$ cat config.mk
export PLATFORM = sky130hd
export DESIGN_NAME = deferred_commit_queue
export DESIGN_NICKNAME = d
export VERILOG_FILES = /design/src/rtl/dcq_pkg.sv /design/src/rtl/dcq_store.sv /design/src/rtl/dcq_filter.sv /design/src/rtl/deferred_commit_queue.sv
export SDC_FILE = /design/constraint.sdc
export NUM_CORES = 1
export LEC_CHECK = 0
export BUFFER_PORTS_ARGS = -buffer_cell sky130_fd_sc_hd__buf_2
export CORE_AREA = 2 2 178 354
export CTS_BUF_LIST = sky130_fd_sc_hd__clkbuf_2
export DETAILED_ROUTE_END_ITERATION = 7
export DIE_AREA = 0 0 180 356
export SYNTH_ARGS = -nofsm -noshare
export SYNTH_HDL_FRONTEND = slang
export SYNTH_SLANG_ARGS = --single-unit
$ cat constraint.sdc
create_clock -name clk -period 5.84 [get_ports clk]
set_clock_uncertainty 0.1 [all_clocks]
set_input_delay 0.584 -clock clk [delete_from_list [all_inputs] [get_ports clk]]
set_output_delay 0.584 -clock clk [all_outputs]
set_load 0.1 [all_outputs]
$ cat src/rtl/dcq_pkg.sv
package dcq_pkg;
    typedef enum logic [1:0] {
        WK_REG  = 2'd0,
        WK_PC   = 2'd1,
        WK_FNPC = 2'd2
    } wr_kind_e;

    typedef enum logic [1:0] {
        S_IDLE,
        S_DRAIN,
        S_FINISH,
        S_DONE
    } cq_state_e;
endpackage

$ cat src/rtl/dcq_store.sv
module dcq_store #(
    parameter int DEPTH = 8,
    parameter int AW    = 16,
    parameter int DW    = 16,
    parameter int RW    = 5,
    localparam int IW   = (DEPTH > 1) ? $clog2(DEPTH) : 1,
    localparam int CW   = $clog2(DEPTH + 1)
) (
    input  logic          clk,
    input  logic          rst_n,
    input  logic          clr,
    input  logic          push,
    input  logic [1:0]    push_kind,
    input  logic [AW-1:0] push_iaddr,
    input  logic [DW-1:0] push_val,
    input  logic [RW-1:0] push_tgt,
    input  logic          push_force,
    input  logic [IW-1:0] rd_idx,
    output logic [1:0]    rd_kind,
    output logic [AW-1:0] rd_iaddr,
    output logic [DW-1:0] rd_val,
    output logic [RW-1:0] rd_tgt,
    output logic          rd_force,
    output logic [CW-1:0] count,
    output logic          ovf
);
    logic [1:0]    kind_q  [DEPTH];
    logic [AW-1:0] iaddr_q [DEPTH];
    logic [DW-1:0] val_q   [DEPTH];
    logic [RW-1:0] tgt_q   [DEPTH];
    logic          force_q [DEPTH];

    logic full;
    assign full = (count == CW'(DEPTH));

    always_ff @(posedge clk or negedge rst_n) begin
        if (!rst_n) begin
            count <= '0;
            ovf   <= 1'b0;
        end else if (clr) begin
            count <= '0;
            ovf   <= 1'b0;
        end else if (push) begin
            if (full) begin
                ovf <= 1'b1;
            end else begin
                count <= count + CW'(1);
            end
        end
    end

    for (genvar g = 0; g < DEPTH; g++) begin : g_slot
        always_ff @(posedge clk or negedge rst_n) begin
            if (!rst_n) begin
                kind_q[g]  <= '0;
                iaddr_q[g] <= '0;
                val_q[g]   <= '0;
                tgt_q[g]   <= '0;
                force_q[g] <= 1'b0;
            end else if (push && !clr && !full && count == CW'(g)) begin
                kind_q[g]  <= push_kind;
                iaddr_q[g] <= push_iaddr;
                val_q[g]   <= push_val;
                tgt_q[g]   <= push_tgt;
                force_q[g] <= push_force;
            end
        end
    end

    assign rd_kind  = kind_q[rd_idx];
    assign rd_iaddr = iaddr_q[rd_idx];
    assign rd_val   = val_q[rd_idx];
    assign rd_tgt   = tgt_q[rd_idx];
    assign rd_force = force_q[rd_idx];

    // a push into a full queue must raise the overflow flag
    p_no_overflow_r9: assert property (@(posedge clk) disable iff (!rst_n)
        (push && full && !clr) |=> ovf);

    // the occupancy never grows past the depth
    p_cap_r9: assert property (@(posedge clk) disable iff (!rst_n)
        (full && !clr) |=> (count == CW'(DEPTH)) || $past(clr));
endmodule

$ cat src/rtl/dcq_filter.sv
module dcq_filter #(
    parameter int          AW          = 16,
    parameter int          FSRW        = 6,
    parameter logic [FSRW-1:0] FP_OK_MASK = 6'b000111
) (
    input  logic            exc_pend,
    input  logic [AW-1:0]   exc_iaddr,
    input  logic            exc_fp,
    input  logic [FSRW-1:0] exc_mask,
    input  logic [AW-1:0]   ent_iaddr,
    input  logic            ent_force,
    output logic            keep
);
    logic hit;
    logic fp_benign;

    always_comb begin
        hit       = exc_pend && (ent_iaddr == exc_iaddr);
        fp_benign = ((exc_mask & ~FP_OK_MASK) == '0);
        if (!hit) begin
            keep = 1'b1;
        end else if (exc_fp) begin
            keep = fp_benign;
        end else begin
            keep = ent_force;
        end
    end
endmodule

$ cat src/rtl/deferred_commit_queue.sv
module deferred_commit_queue #(
    parameter int DEPTH = 8,
    parameter int AW    = 16,
    parameter int DW    = 16,
    parameter int RW    = 5,
    parameter int FSRW  = 6,
    localparam int IW   = (DEPTH > 1) ? $clog2(DEPTH) : 1,
    localparam int CW   = $clog2(DEPTH + 1)
) (
    input  logic            clk,
    input  logic            rst_n,
    input  logic            bundle_start,
    input  logic [AW-1:0]   cur_pc,
    input  logic            enq_valid,
    input  logic [1:0]      enq_kind,
    input  logic [AW-1:0]   enq_iaddr,
    input  logic [DW-1:0]   enq_value,
    input  logic [RW-1:0]   enq_target,
    input  logic            enq_force,
    input  logic            exc_valid,
    input  logic [AW-1:0]   exc_iaddr,
    input  logic            exc_is_fp,
    input  logic [FSRW-1:0] exc_fsr_mask,
    input  logic            link_req,
    input  logic            commit_start,
    output logic            reg_we,
    output logic [RW-1:0]   reg_idx,
    output logic [DW-1:0]   reg_data,
    output logic [AW-1:0]   ctx_pc,
    output logic            pc_we,
    output logic [AW-1:0]   pc_value,
    output logic            lr_we,
    output logic [AW-1:0]   lr_value,
    output logic            busy,
    output logic            done,
    output logic            ovf_err
);
    import dcq_pkg::*;

    cq_state_e       state, state_nx;
    logic [CW-1:0]   rd;
    logic [AW-1:0]   saved_pc;
    logic            link_flag;
    logic            exc_pend;
    logic [AW-1:0]   exc_addr_q;
    logic            exc_fp_q;
    logic [FSRW-1:0] exc_mask_q;
    logic            taken;
    logic [DW-1:0]   win_pc;

    logic            idle, new_bundle, store_clr, store_push;
    logic [1:0]      e_kind;
    logic [AW-1:0]   e_iaddr;
    logic [DW-1:0]   e_val;
    logic [RW-1:0]   e_tgt;
    logic            e_force, e_keep, e_is_branch, last_entry;
    logic [CW-1:0]   count;

    assign idle        = (state == S_IDLE);
    assign new_bundle  = idle && bundle_start;
    assign store_clr   = new_bundle || (state == S_FINISH);
    assign store_push  = idle && !bundle_start && enq_valid;
    assign e_is_branch = (e_kind == WK_PC) || (e_kind == WK_FNPC);
    assign last_entry  = ((rd + CW'(1)) == count);

    dcq_store #(.DEPTH(DEPTH), .AW(AW), .DW(DW), .RW(RW)) i_store (
        .clk        (clk),
        .rst_n      (rst_n),
        .clr        (store_clr),
        .push       (store_push),
        .push_kind  (enq_kind),
        .push_iaddr (enq_iaddr),
        .push_val   (enq_value),
        .push_tgt   (enq_target),
        .push_force (enq_force),
        .rd_idx     (rd[IW-1:0]),
        .rd_kind    (e_kind),
        .rd_iaddr   (e_iaddr),
        .rd_val     (e_val),
        .rd_tgt     (e_tgt),
        .rd_force   (e_force),
        .count      (count),
        .ovf        (ovf_err)
    );

    dcq_filter #(.AW(AW), .FSRW(FSRW)) i_filter (
        .exc_pend  (exc_pend),
        .exc_iaddr (exc_addr_q),
        .exc_fp    (exc_fp_q),
        .exc_mask  (exc_mask_q),
        .ent_iaddr (e_iaddr),
        .ent_force (e_force),
        .keep      (e_keep)
    );

    always_comb begin
        state_nx = state;
        unique case (state)
            S_IDLE: begin
                if (commit_start && !bundle_start) begin
                    state_nx = (count == '0) ? S_FINISH : S_DRAIN;
                end
            end
            S_DRAIN:  if (last_entry) state_nx = S_FINISH;
            S_FINISH: state_nx = S_DONE;
            S_DONE:   state_nx = S_IDLE;
            default:  state_nx = S_IDLE;
        endcase
    end

    always_ff @(posedge clk or negedge rst_n) begin
        if (!rst_n) begin
            state      <= S_IDLE;
            rd         <= '0;
            saved_pc   <= '0;
            link_flag  <= 1'b0;
            exc_pend   <= 1'b0;
            exc_addr_q <= '0;
            exc_fp_q   <= 1'b0;
            exc_mask_q <= '0;
            taken      <= 1'b0;
            win_pc     <= '0;
        end else begin
            state <= state_nx;
            if (new_bundle) begin
                saved_pc  <= cur_pc;
                link_flag <= 1'b0;
                exc_pend  <= 1'b0;
                taken     <= 1'b0;
            end else if (idle) begin
                if (exc_valid) begin
                    exc_pend   <= 1'b1;
                    exc_addr_q <= exc_iaddr;
                    exc_fp_q   <= exc_is_fp;
                    exc_mask_q <= exc_fsr_mask;
                end
                if (link_req) link_flag <= 1'b1;
                if (commit_start) begin
                    rd    <= '0;
                    taken <= 1'b0;
                end
            end else if (state == S_DRAIN) begin
                rd <= rd + CW'(1);
                if (e_is_branch && e_keep && !taken) begin
                    taken  <= 1'b1;
                    win_pc <= e_val;
                end
            end else if (state == S_FINISH) begin
                link_flag <= 1'b0;
            end
        end
    end

    always_comb begin
        reg_we   = (state == S_DRAIN) && (e_kind == WK_REG) && e_keep;
        reg_idx  = e_tgt;
        reg_data = e_val;
        ctx_pc   = (state == S_DRAIN) ? e_iaddr : saved_pc;
        pc_we    = (state == S_FINISH);
        pc_value = taken ? win_pc : saved_pc;
        lr_we    = (state == S_FINISH) && link_flag;
        lr_value = saved_pc;
        busy     = (state != S_IDLE);
        done     = (state == S_DONE);
    end

    // draining walks the queue one slot per clock
    p_order_r2: assert property (@(posedge clk) disable iff (!rst_n)
        (state == S_DRAIN && $past(state) == S_DRAIN) |-> rd == $past(rd) + CW'(1));

    // done follows the PC update by one clock
    p_done_r10: assert property (@(posedge clk) disable iff (!rst_n)
        pc_we |=> (done && !pc_we));

    // the link write only accompanies the final PC write
    p_lr_r7: assert property (@(posedge clk) disable iff (!rst_n)
        lr_we |-> pc_we);

    // a commit pulse in IDLE makes the block busy
    p_busy_r10: assert property (@(posedge clk) disable iff (!rst_n)
        (idle && commit_start && !bundle_start) |=> busy);
endmodule

==> flow_summary.toml <==
[yosys]
syn_inst = 1259
synth_cell_types = 50
yosys_register_bits = 386
synthArstFlopShare_pct = 100
synth_nets = 1357
netlist_area_sq_um = 18200
avgSynthCellArea_sq_um = 14.5
ys_seq_area_share_pct = 53.0
yosys_warnings = 0
synth_edf_count = 0
ys.flop_type = "dfrtp_1"

[hold_path]
min_path_type = "input port to async pin"

[drt]
wirelength_mm = 48.5
final_antenna_net_count = 0
dr.pass1.iters = 5
route.detailed.drc = 0
via_count = 11900
routedWlPerCell_um = 20.2
via_per_inst = 4.98
drtIter0Drc = 829

[final_layout]
fill_cells = 6066
fin_area_sq_um = 21600
drive_gt1_share_pct = 51.4
area_growth_pct = 18.7
nets = 1635

[worst_setup_path]
cp.arrival_ns = 4.65
criticalPathCategory = "flop to output pin"
reg2regPathDepth = 10
crit_fanout = 38
cp_data_required_time_ns = 5.16
start_kind = "flop"
end_kind = "output pin"

[sta]
post-route-min-period_ns = 5.33
rsz0062_at_grt = "false"
finalHoldViolCount = 0
worst_pin_slew_ns = 1.01
relSlewSlack_pct = 32.0
clock.fmax_ghz = 0.188
setup_ws_ns = 0.511
fin_crit_sh_pct = 91.3
setup_viol = 0
setup_tns_ns = 0
maxSlewViolCount = 0

[clock_tree]
path_clk_slew_ns = 0.10
clock-root-buffer = "clkbuf_2"
clockBufferDepth = 3
post_cts_resized = 0
cts_made_buffers = 99
cts.sinks = 386
cts_tree = "done"
cts_htree_levels = 3
postCtsSetupBuffers = 0
worstSkewPairLatency_ns = 1.02

[power_and_ir_drop]
clkPwrFrac_pct = 17.4
power_switching_mw = 5.61
internal_power_mw = 5.44
p_seq_share_pct = 32.6
comb_power_share_pct = 50.0
powerDensity_nw_per_um2 = 511
switching_share_pct = 50.8
cellLeakagePower_nw = 10.5
ir_drop_v = 0.000928

[floorplan]
core_sq_um = 61500
dieArea_sq_um = 64100
ios = 161
die_height_um = 356
dieWidth_um = 180
num_rows = 129
start_util_pct = 29.6

[run_status]
outcome = "finished, final reports clean"

[grt]
grt_pass1_wl_mm = 75.4
grt_pass1_vias = 12400
grt_overflow = 0
antenna_found_initial = 4
grt.total_usage_pct = 15.2
grt_max_degree = 158

[placement]
placed_cell_area_sq_um = 19900
io_buffer_count = 157
gp_congestion = 0.756
pre_cts_slack_ns = 1.54
hpwl_mm = 29.5

[job]
max-cap-violations = 0
[final timing paths]
kind                                                 startpoint  slack [ns]                         endpoint
worst min register to register  i_store.iaddr_q[68]$_DFFE_PN0P_        0.40  i_store.iaddr_q[68]$_DFFE_PN0P_
min in group clk                                  exc_iaddr[11]        0.24       exc_addr_q[11]$_DFFE_PN0P_
worst max-delay path                          rd[0]$_DFFE_PN0P_        0.51                           reg_we
worst max register to register             state[1]$_DFFE_PN0P_        1.65     i_store.tgt_q[5]$_DFFE_PN0P_
worst min-delay path                                      rst_n        0.09   i_store.val_q[104]$_DFFE_PN0P_
max in group asynchronous                                 rst_n        4.17  i_store.iaddr_q[98]$_DFFE_PN0P_
[worst max-delay path, cell delays in order, from the launching register on]
cell and delay, ns:
dfrtp_4 0.97, mux4_2 0.62, mux2i_4 0.29, xnor2_1 0.17, a2111oi_4 0.35, buf_4 0.30, and4_1 0.25, nand2_1 0.11
and3_1 0.25, buf_2 0.30
[placed cells by master, fill, tap and decap left out, types with 4 or more instances in the layout]
master,instances
a21boi_0,16
a21o_1,7
a21oi_1,11
a31oi_1,34
a41oi_1,16
buf_2,156
buf_4,22
clkbuf_2,153
clkinv_1,18
dfrtp_1,383
dlygate4sd3_1,82
ha_1,11
inv_1,8
mux2_2,404
mux2i_1,26
mux4_2,67
nand2_1,48
nand2_2,4
nand2_4,4
nand4_1,4
nor2_1,21
nor2b_1,10
nor3_1,14
o21ai_0,10
o22ai_1,11
or3_1,5
xnor2_1,12
xor2_1,6
[synthesized netlist by cell type, drive strengths merged, types with 3 or more instances]
cell    instances  area, sq um
buf            32          181
xor2            6         52.6
mux2i          27          283
nand2          56          210
and2            4         25.0
inv             8         30.0
a31oi          34          213
a41oi          16          140
nand4           4         25.0
nor2b          10         62.6
o22ai          11         68.8
ha             12          150
nor2           21         78.8
nand2b          3         18.8
o21a            3         22.5
nor3           14         70.1
o21ai          10         50.1
dfrtp         386         9660
xnor2          12          105
clkbuf         54          203
or3             5         31.3
a21boi         16          120
a21o            7         52.6
a21oi          11         55.1
a22o            3         26.3
a22oi           3         22.5
mux4           67         1510
mux2          404         4550
[routing by layer]
metal  vias to the layer above  track usage [%]  part of all wire [%]
li1                       5328                -                     -
met1                      6159             22.1                    48
met2                       390             22.4                    44
met3                        64             3.72                   6.4
met4                         4             4.73                   1.8
met5                         -                0                 0.047
[metrics by stage]
| stage | hold WS, ns | instances | util, % | total power, mW |
|---|---|---|---|---|
| final | 0.0863 | 2399 | 35.2 | 11.1 |
| after global routing | 0.0883 | 2399 | 35.2 | 11.6 |
| after CTS | 0.00190 | 2397 | 35.1 | 11.2 |
| after detailed placement | 0.387 | 2140 | 32.3 | 9.13 |
| after global placement | 0.382 | 2140 | 32.3 | 9.09 |
| after floorplan | 0.188 | 1259 | - | 7.84 |
[layout make-up]
cell class / instances / area (sq um) / area share (%)
antenna: 2 / 5.00 / 0.0232
inverter: 9 / 33.8 / 0.156
clock inverter: 22 / 163 / 0.752
sequential: 386 / 9670 / 44.7
clock buffer: 153 / 766 / 3.54
tap: 786 / 983 / 4.55
multi-input combinational: 778 / 8180 / 37.8
timing repair buffer: 263 / 1820 / 8.43
[logic make-up after synthesis]
group                      Yosys count  share of synthesized area [%]
DFF                                386                           53.0
xor gates and xnor gates            18                          0.866
muxes                              498                           34.8
AOI/OAI and AO/OA                  120                           4.63
buffers and inverters               95                           2.29
and+or+nand+nor                    130                           3.52
adders and majority gates           12                          0.824
[power groups by stage]
stage	Combinational (mW)	Clock [mW]	Sequential [mW]
floorplan	4.09	0	3.75
global placement	5.44	0	3.64
detailed placement	5.47	0	3.66
CTS	5.54	2.01	3.61
global route	5.77	2.17	3.67
finish	5.53	1.92	3.60
[registers in the layout, summed over array words and instances (netlist names)]
name             cells
i_store.force_q      8
i_store.kind_q      16
win_pc              16
rd                   4
i_store.ovf          1
i_store.iaddr_q    128
i_store.count        4
i_store.tgt_q       40
exc_addr_q          16
exc_fp_q             1
exc_pend             1
lr_value            16
taken                1
exc_mask_q           3
state                2
link_flag            1
i_store.val_q      128
[repair_timing]
action | CTS | global route
hold endpoints to repair | 473 | 0
setup endpoints to repair | 0 | 0
hold buffers | 82 | 0
(Power assumes the default switching activity.)
